## config.mk

```make
export PLATFORM = sky130hd
export DESIGN_NAME = flash_read_port
export DESIGN_NICKNAME = d
export VERILOG_FILES = /design/src/rtl/flash_read_port.sv
export SDC_FILE = /design/constraint.sdc
export NUM_CORES = 1
export LEC_CHECK = 0
export BUFFER_PORTS_ARGS = -buffer_cell sky130_fd_sc_hd__buf_2
export CAP_MARGIN = 20
export CORE_MARGIN = 2
export CORE_UTILIZATION = 30
export DETAILED_ROUTE_END_ITERATION = 8
export GPL_TIMING_DRIVEN = 1
export PLACE_DENSITY = 0.63
export SLEW_MARGIN = 30
export SYNTH_ARGS = -nofsm -noshare
export SYNTH_HDL_FRONTEND = slang
export SYNTH_SLANG_ARGS = --single-unit
```

## constraint.sdc

```tcl
create_clock -name clk -period 1.14 [get_ports clk]
set_input_delay 0.114 -clock clk [delete_from_list [all_inputs] [get_ports clk]]
set_output_delay 0.114 -clock clk [all_outputs]
set_load 0.05 [all_outputs]
```

## src/rtl/flash_read_port.sv

```systemverilog
module flash_read_port #(
  parameter int AW = 18,
  parameter int DW = 16,
  parameter int NSECT = 11,
  parameter bit TOP_BOOT = 1'b1,
  parameter logic [7:0] MFR_CODE = 8'h52,
  parameter logic [7:0] DEV_UPPER = 8'h22,
  parameter logic [7:0] DEV_TOP = 8'hB9,
  parameter logic [7:0] DEV_BOT = 8'hBA
) (
  input  logic          clk,
  input  logic          rst_n,
  input  logic          ce_n,
  input  logic          oe_n,
  input  logic          we_n,
  input  logic          word_mode,
  input  logic [AW-1:0] addr,
  input  logic          dq15_addr,
  input  logic [DW-1:0] arr_data,
  input  logic          id_mode,
  input  logic [NSECT-1:0] prot_mask,
  output logic [DW-1:0] dq_out,
  output logic [DW-1:0] dq_oe
);
  localparam int BW = DW / 2;
  localparam int SW = $clog2(NSECT);
  localparam logic [7:0] DEV_LOW = TOP_BOOT ? DEV_TOP : DEV_BOT;

  logic          rd, live;
  logic          valid_q, wide_q;
  logic [DW-1:0] data_q, nxt, id_val;
  logic [BW-1:0] half;
  logic [5:0]    hi;
  logic [SW-1:0] sec;
  logic          unused_addr_bits;

  assign rd = !ce_n && !oe_n && we_n;
  assign hi = addr[AW-1 -: 6];
  assign unused_addr_bits = ^{addr[AW-7:7], addr[5:2]};

  always_comb begin
    if (TOP_BOOT) begin
      if (hi[5:3] != 3'b111)     sec = SW'(hi[5:3]);
      else if (!hi[2])           sec = SW'(7);
      else if (hi[1:0] == 2'b00) sec = SW'(8);
      else if (hi[1:0] == 2'b01) sec = SW'(9);
      else                       sec = SW'(10);
    end else begin
      if (hi[5:3] != 3'b000)     sec = SW'(hi[5:3]) + SW'(3);
      else if (hi[2])            sec = SW'(3);
      else if (!hi[1])           sec = SW'(0);
      else if (!hi[0])           sec = SW'(1);
      else                       sec = SW'(2);
    end
  end

  always_comb begin
    id_val = '0;
    if (!addr[6]) begin
      case ({addr[1], addr[0]})
        2'b00: id_val = DW'(MFR_CODE);
        2'b01: id_val = word_mode ? DW'({DEV_UPPER, DEV_LOW}) : DW'(DEV_LOW);
        2'b10: id_val = DW'(prot_mask[sec]);
        default: id_val = '0;
      endcase
    end
  end

  assign half = dq15_addr ? arr_data[DW-1:BW] : arr_data[BW-1:0];
  assign nxt  = id_mode ? id_val : (word_mode ? arr_data : DW'(half));

  always_ff @(posedge clk) begin
    if (!rst_n) begin
      valid_q <= 1'b0;
      wide_q  <= 1'b0;
      data_q  <= '0;
    end else begin
      valid_q <= rd;
      if (rd) begin
        data_q <= nxt;
        wide_q <= word_mode;
      end
    end
  end

  assign live   = valid_q && rd;
  assign dq_out = data_q;
  assign dq_oe  = {{BW{live && wide_q}}, {BW{live}}};
endmodule

```

==> summary.txt, run 1 <==
Run status
  – Outcome: finished, violations left
  – Failing checks: negative setup slack

Worst setup path
  – Worst setup path category: flip-flop to primary output
  – Critical Path Slowest Stage Cell: sky130_fd_sc_hd__dfxtp_2
  – Number of buffer and inverter instances along the worst setup path: 1
  – Type of element capturing the critical path: primary output
  – Data arrival at the endpoint of the critical path: 1080 ps
  – Critical path's top delay family: flip-flops
  – Levels on crit path: 2
  – List of cells traversed by the critical path: and3_4 > buf_4
  – Kind of start point of the critical path: flip-flop
  – Path depth of the worst reg2reg path: 2
  – FF-to-FF Start: dq_out[0]$_SDFFE_PN0P_
  – Worst endpoint required time: 1030 ps
  – Highest net fanout along the worst path: 8
  – R2r setup slk: 450 ps
  – Delay contributed by the slowest stage of the critical path: 340 ps
  – Destination of the worst register-to-register timing path: dq_out[0]$_SDFFE_PN0P_

STA
  – Actual slew at the worst max-slew pin: 306.7 ps
  – Final worst-path setup slack: -56.21 ps
  – Worst-case hold slack: 80.96 ps
  – Final worst path period share: 1.049
  – Number of endpoints with negative hold slack in the final report: 0
  – Timing-limited maximum frequency: 0.8360 GHz
  – Unrepaired setup endpoints after global routing: true
  – Clock skew after layout: 0 ps
  – Setup-failing EPs final: 15
  – Max-slew headroom at the worst pin: 0.7955
  – Max-slew violation count: 0
  – Clock period minus worst slack: 1196 ps

Placement
  – Post-detailed-placement half-perimeter wirelength: 2.458 mm
  – Placer's final routability congestion estimate: 0.8197
  – Placed Cells incl. Taps: 249
  – Post-Place Setup Slack: -204.5 ps
  – # port buffers: 75
  – Placed standard-cell area: 0.001520 mm²

GRT
  – Global router's overall resource usage: 0.1429
  – Maximum number of pins on one net before global-route repair: 12
  – Grt ovf: 0
  – Vias in the first global route: 1,092
  – Wire length of the first global-routing pass: 4.678 mm
  – Number of antenna violations at the first check in global routing: 0

Min path
  – Startpoint of the most critical hold path: arr_data[15]
  – Worst hold path class: input pin to flip-flop
  – Worst Hold Path Cells: 3
  – Hold Path End: dq_out[15]$_SDFFE_PN0P_

Drt
  – 1st-iter DRT viols: 78
  – Number of remaining DRC errors: 0
  – Metal1 wirelength: 1.353 mm
  – Vias per cell: 4.549
  – Final routed wirelength across all metal layers: 2.955 mm
  – Wire length on met3: 161 µm
  – Routed length per placed instance: 11.68 µm
  – Number of antenna-violating nets in the routed design: 0
  – Count of TritonRoute iterations in the first routing pass: 4
  – Routed length on met2: 1.390 mm
  – Top metal layer carrying routed signals: met4
  – Number of vias after detailed routing: 1,151

Synth
  – Synthesized instance count: 131
  – Area of the mapped netlist: 0.001095 mm²
  – Average cell area after synthesis: 8.357 µm²
  – Yosys warnings: 0
  – Synthesized Nets: 184
  – Sequential area share after synthesis: 0.3291
  – Yosys cell types: 31
  – Number of synthesized register bits: 18

Power
  – Share of total power in combinational logic: 0.250
  – Worst vdd rail ir drop: 0.4357 mV
  – Total power draw: 0.001393 W
  – Static leakage power: 0.8157 nW
  – Net switching power of the design: 0.0003907 W
  – Switch share: 0.2805
  – Sequential power share: 0.469
  – Internal power consumption: 0.001002 W
  – Clock power share: 0.282
  – Pwr dens: 838.3 mW/mm²

Layout
  – Ant. Diodes: 0
  – Number of nets in the layout: 261
  – Final std cells w/o fill: 253
  – Fraction of final layout cells sized beyond drive strength 1: 0.5217
  – Final design area excluding fillers: 0.001662 mm²
  – Filler Cell Count: 358
  – Synth-to-Final Area Change: 51.77%

Clocking
  – Clk slew on worst S/H paths: 100 ps
  – Clock tree from TritonCTS: done
  – CTS root buffer: sky130_fd_sc_hd__clkbuf_4
  – Maximum clock path buffer count: 2
  – Setup bufs post-CTS: 0
  – Number of buffers created by CTS: 3
  – Clock Latency Late Sink: 290 ps
  – Total number of H-tree levels: 1
  – TritonCTS sink count: 18

Floorplan
  – Width of the chip: 64.41 µm
  – Area of the die: 0.004149 mm²
  – Starting Density: 0.3205
  – Number of placement rows: 21
  – Core Footprint: 0.003416 mm²
  – Number of ports placed on the die boundary: 85
  – Vert. Die Dim: 64.41 µm

Flow run
  – # Max-Cap Violations: 0
[tightest hold or removal path, cell delays in order]
cell and delay (ps):
sky130_fd_sc_hd__buf_2 100, sky130_fd_sc_hd__nand3_1 60, sky130_fd_sc_hd__a21oi_1 60
[flip-flops by register name (all words and copies together) (netlist names)]
name	flops
dq_out	16
wide_q	1
valid_q	1
[cell families (layout without fill, tap and decap cells)]
| kind of cell | Yosys count | after routing | share of synthesized area |
|---|---|---|---|
| compound gates | 27 | 27 | 0.1543 |
| buf+inv | 21 | 97 | 0.1371 |
| flops | 18 | 18 | 0.3291 |
| mux | 11 | 11 | 0.1051 |
| simple gates | 54 | 54 | 0.2743 |
[layer usage]
| metal | vias up | track usage |
|---|---|---|
| li1 | 602 | - |
| met1 | 501 | 0.1814 |
| met3 | 4 | 0.03472 |
| met4 | 0 | 0.04255 |
| met5 | - | 0 |
| met2 | 44 | 0.2396 |
[power by group through the flow]
stage	logic [W]	registers, W	clock network (W)
5_1_grt	0.000379	0.000656	0.000437
3_5_place_dp	0.000345	0.000668	0
2_1_floorplan	0.000138	0.000717	0
4_1_cts	0.000347	0.000653	0.000415
3_3_place_gp	0.000344	0.000668	0
6_report	0.000348	0.000653	0.000392
[how the worst max path moves through the flow]
stage / end / startpoint
2_1_floorplan: dq_oe[10] / oe_n
3_5_place_dp: dq_out[1]$_SDFFE_PN0P_ / oe_n
5_1_grt: dq_oe[13] / wide_q$_SDFFE_PN0P_
3_3_place_gp: dq_out[1]$_SDFFE_PN0P_ / oe_n
4_1_cts: dq_oe[8] / wide_q$_SDFFE_PN0P_
6_report: dq_oe[12] / wide_q$_SDFFE_PN0P_
[stage by stage]
stage,TNS [ps],util
final,-578.5,0.4864
after global routing,-1405,0.4864
after CTS,-1107,0.4689
after detailed placement,-3084,0.4451
after global placement,-2553,0.4451
after floorplan,-423.5,-
[repair_timing]
| item | CTS | global route |
|---|---|---|
| hold buffers | 0 | 0 |
| setup endpoints to repair | 16 | 16 |
| resized for setup | 18 | 18 |
[synthesized netlist by cell type (all sizes together)]
cell     count  area [µm²]
nand3b       1       7.510
o2111ai      1       8.760
nor2        10       53.80
nor3b        2       20.02
nand4        1       6.260
o21ai        5       25.02
buf         20       146.4
a21oi        7       35.03
o22ai        5       31.28
o221ai       1       8.760
and2         1       6.260
a22oi        3       22.52
dfxtp       18       360.4
nor2b        4       25.02
mux2i        7       70.07
inv          1       3.750
nor3         2       10.01
or3b         2       17.52
mux2         4       45.04
a21boi       5       37.54
nand2b       6       40.04
nand3        8       40.04
and3         2       12.51
nand4b       1       8.760
nand2       14       52.55
[area by class of cell]
type | instances | area (µm²) | area share
Timing Repair Buffer | 92 | 603.1 | 0.3630
Inverter | 1 | 3.754 | 0.002259
Tap cell | 46 | 57.56 | 0.03464
Multi-Input combinational cell | 92 | 598.1 | 0.3599
Sequential cell | 18 | 362.8 | 0.2184
Clock buffer | 4 | 36.28 | 0.02184
[layout by cell type (no fill, tap or decap), types with 2 or more instances in the layout]
| master | count |
|---|---|
| sky130_fd_sc_hd__o22ai_1 | 5 |
| sky130_fd_sc_hd__a21oi_1 | 7 |
| sky130_fd_sc_hd__o21ai_0 | 4 |
| sky130_fd_sc_hd__or3b_1 | 2 |
| sky130_fd_sc_hd__nor2_1 | 9 |
| sky130_fd_sc_hd__dfxtp_2 | 2 |
| sky130_fd_sc_hd__nand2b_1 | 5 |
| sky130_fd_sc_hd__buf_2 | 59 |
| sky130_fd_sc_hd__a21boi_0 | 5 |
| sky130_fd_sc_hd__clkbuf_4 | 3 |
| sky130_fd_sc_hd__nand2_1 | 14 |
| sky130_fd_sc_hd__a22oi_1 | 3 |
| sky130_fd_sc_hd__buf_6 | 2 |
| sky130_fd_sc_hd__nor2b_1 | 4 |
| sky130_fd_sc_hd__dfxtp_1 | 16 |
| sky130_fd_sc_hd__nand3_1 | 8 |
| sky130_fd_sc_hd__buf_8 | 7 |
| sky130_fd_sc_hd__buf_4 | 24 |
| sky130_fd_sc_hd__mux2i_1 | 7 |
| sky130_fd_sc_hd__mux2_2 | 4 |
| sky130_fd_sc_hd__nor3_1 | 2 |
No activity file was read; power rests on OpenSTA's default activity.
==> inputs of run 2 (changes only) <==
- CORE_UTILIZATION: 30 -> 35
- PLACE_DENSITY: 0.63 -> 0.72
==> summary.txt, run 2 (synthesis gave the netlist of run 1 again) <==
STA
  – Clock skew after layout: 0 ps (unchanged)
  – Unrepaired setup endpoints after global routing: true
  – Max-slew violation count: 0 (unchanged)
  – Clock period minus worst slack: 1211 ps (+15.24 ps)
  – Final worst path period share: 1.063 (+0.01337)
  – Max-slew headroom at the worst pin: 0.8085 (+0.01292)
  – Number of endpoints with negative hold slack in the final report: 0 (unchanged)
  – Setup-failing EPs final: 16 (+1)
  – Actual slew at the worst max-slew pin: 287.3 ps (-19.38 ps)
  – Final worst-path setup slack: -71.45 ps (-15.24 ps)
  – Timing-limited maximum frequency: 0.8255 GHz (-1.3%)

GRT
  – Global router's overall resource usage: 0.1755 (+0.03259)
  – Maximum number of pins on one net before global-route repair: 11 (-1)
  – Grt ovf: 0 (unchanged)
  – Number of antenna violations at the first check in global routing: 0 (unchanged)
  – Vias in the first global route: 1,096 (+0.37%)
  – Wire length of the first global-routing pass: 4.754 mm (+1.6%)

Drt
  – Wire length on met3: 146 µm (-9.3%)
  – Final routed wirelength across all metal layers: 2.999 mm (+1.5%)
  – Number of vias after detailed routing: 1,195 (+3.8%)
  – Number of remaining DRC errors: 0 (unchanged)
  – Vias per cell: 4.938 (+8.5%)
  – Metal1 wirelength: 1.286 mm (-5.0%)
  – Count of TritonRoute iterations in the first routing pass: 4 (unchanged)
  – Number of antenna-violating nets in the routed design: 0 (unchanged)
  – Routed length on met2: 1.518 mm (+9.2%)
  – 1st-iter DRT viols: 23 (-71%)
  – Top metal layer carrying routed signals: met4
  – Routed length per placed instance: 12.39 µm (+6.1%)

Floorplan
  – Vert. Die Dim: 59.93 µm (-7.0%)
  – Number of ports placed on the die boundary: 85 (unchanged)
  – Number of placement rows: 20 (-4.8%)
  – Starting Density: 0.3646 (+0.04407)
  – Width of the chip: 59.93 µm (-7.0%)
  – Area of the die: 0.003592 mm² (-13%)
  – Core Footprint: 0.003003 mm² (-12%)

Worst setup path
  – R2r setup slk: 450 ps (about the same)
  – Type of element capturing the critical path: primary output
  – Worst setup path category: flip-flop to primary output
  – Highest net fanout along the worst path: 8 (unchanged)
  – Data arrival at the endpoint of the critical path: 1100 ps (+20 ps)
  – Kind of start point of the critical path: flip-flop
  – Worst endpoint required time: 1030 ps (about the same)

Layout
  – Synth-to-Final Area Change: 55.09%
  – Core occupancy in the finished layout: 0.5654 (+0.07897)
  – Max FFs per register: 16 (unchanged)
  – Fraction of final layout cells sized beyond drive strength 1: 0.5263 (+0.004577)
  – Most used cells in the layout excluding fill and tap cells: sky130_fd_sc_hd__buf_2, sky130_fd_sc_hd__buf_4, sky130_fd_sc_hd__dfxtp_1
  – Commonest non-fill, non-tap cell in the layout: sky130_fd_sc_hd__buf_2
  – Number of nets in the layout: 263 (+0.77%)
  – Ant. Diodes: 0 (unchanged)
  – Final design area excluding fillers: 0.001698 mm² (+2.2%)

Clocking
  – Maximum clock path buffer count: 2 (unchanged)
  – TritonCTS sink count: 18 (unchanged)
  – CTS root buffer: sky130_fd_sc_hd__clkbuf_4
  – Number of buffers created by CTS: 3 (unchanged)
  – Total number of H-tree levels: 1 (unchanged)
  – Clock tree from TritonCTS: done
  – CTS Hold Buffers Added: 0 (unchanged)
  – Clock Latency Late Sink: 300 ps (about the same)
  – Clk slew on worst S/H paths: 100 ps (about the same)

Power
  – Pwr dens: 824.8 mW/mm² (-1.6%)
  – Worst vdd rail ir drop: 0.5830 mV (+34%)
  – Static leakage power: 0.8359 nW (+2.5%)

Run status
  – Outcome: finished, violations left
  – Failing checks: negative setup slack

Placement
  – # port buffers: 75 (unchanged)
  – Post-Place Setup Slack: -228.9 ps (-24.41 ps)
  – Placed standard-cell area: 0.001504 mm² (-1.1%)
  – Placer's final routability congestion estimate: 0.8098 (-1.2%)
  – Post-detailed-placement half-perimeter wirelength: 2.476 mm (+0.71%)

Min path
  – Worst hold path class: input pin to flip-flop

Flow run
  – # Max-Cap Violations: 0 (unchanged)
run 2: worst max-delay path, cell delays in order (launching register included):
cell and delay [ps]:
sky130_fd_sc_hd__dfxtp_2 340, sky130_fd_sc_hd__and3_4 280, sky130_fd_sc_hd__buf_6 180
run 2: final timing paths:
check                                             from                       to  cells past startpoint
worst max-delay path               wide_q$_SDFFE_PN0P_                dq_oe[11]                      2
worst max register to register  dq_out[0]$_SDFFE_PN0P_   dq_out[0]$_SDFFE_PN0P_                      2
worst min-delay path                      arr_data[15]  dq_out[15]$_SDFFE_PN0P_                      3
worst min register to register  dq_out[8]$_SDFFE_PN0P_   dq_out[8]$_SDFFE_PN0P_                      2
run 2: power by group:
group          internal (W)  switching, W  leakage [nW]
Clock              0.000195      0.000199        0.0210
Sequential         0.000645    0.00000816         0.147
Combinational      0.000165      0.000188         0.668
Total               0.00101      0.000395         0.836
run 2: what timing repair did:
| item | in CTS | in global routing |
|---|---|---|
| cloned | 0 | 0 |
| setup endpoints to repair | 16 | 16 |
| gates resized for setup | 23 | 23 |
| buffers inserted | 2 | 0 |
run 2: area by class of cell:
type                       count  area, µm²
clock buffer                   4      36.28
fill                         275       1305
inverter                       1      3.754
multi-input combinational     92      598.1
sequential                    18      362.8
tap                           33      41.29
timing repair buffer          94      655.6
run 2: metal layers:
layer	vias up	GRT usage
met5	-	0
met4	0	0.05079
met3	6	0.03247
met2	46	0.3090
met1	540	0.2155
li1	603	-
run 2: per-stage QoR:
step	hold WS [ps]	TNS (ps)	instances	total power [W]
after floorplan	242.2	-423.5	131	0.0008550
after global placement	393.3	-2629	236	0.001007
after detailed placement	400.2	-3473	236	0.001012
after CTS	78.89	-446.4	242	0.001403
after global routing	58.04	-1658	242	0.001470
final	78.29	-725.1	242	0.001400
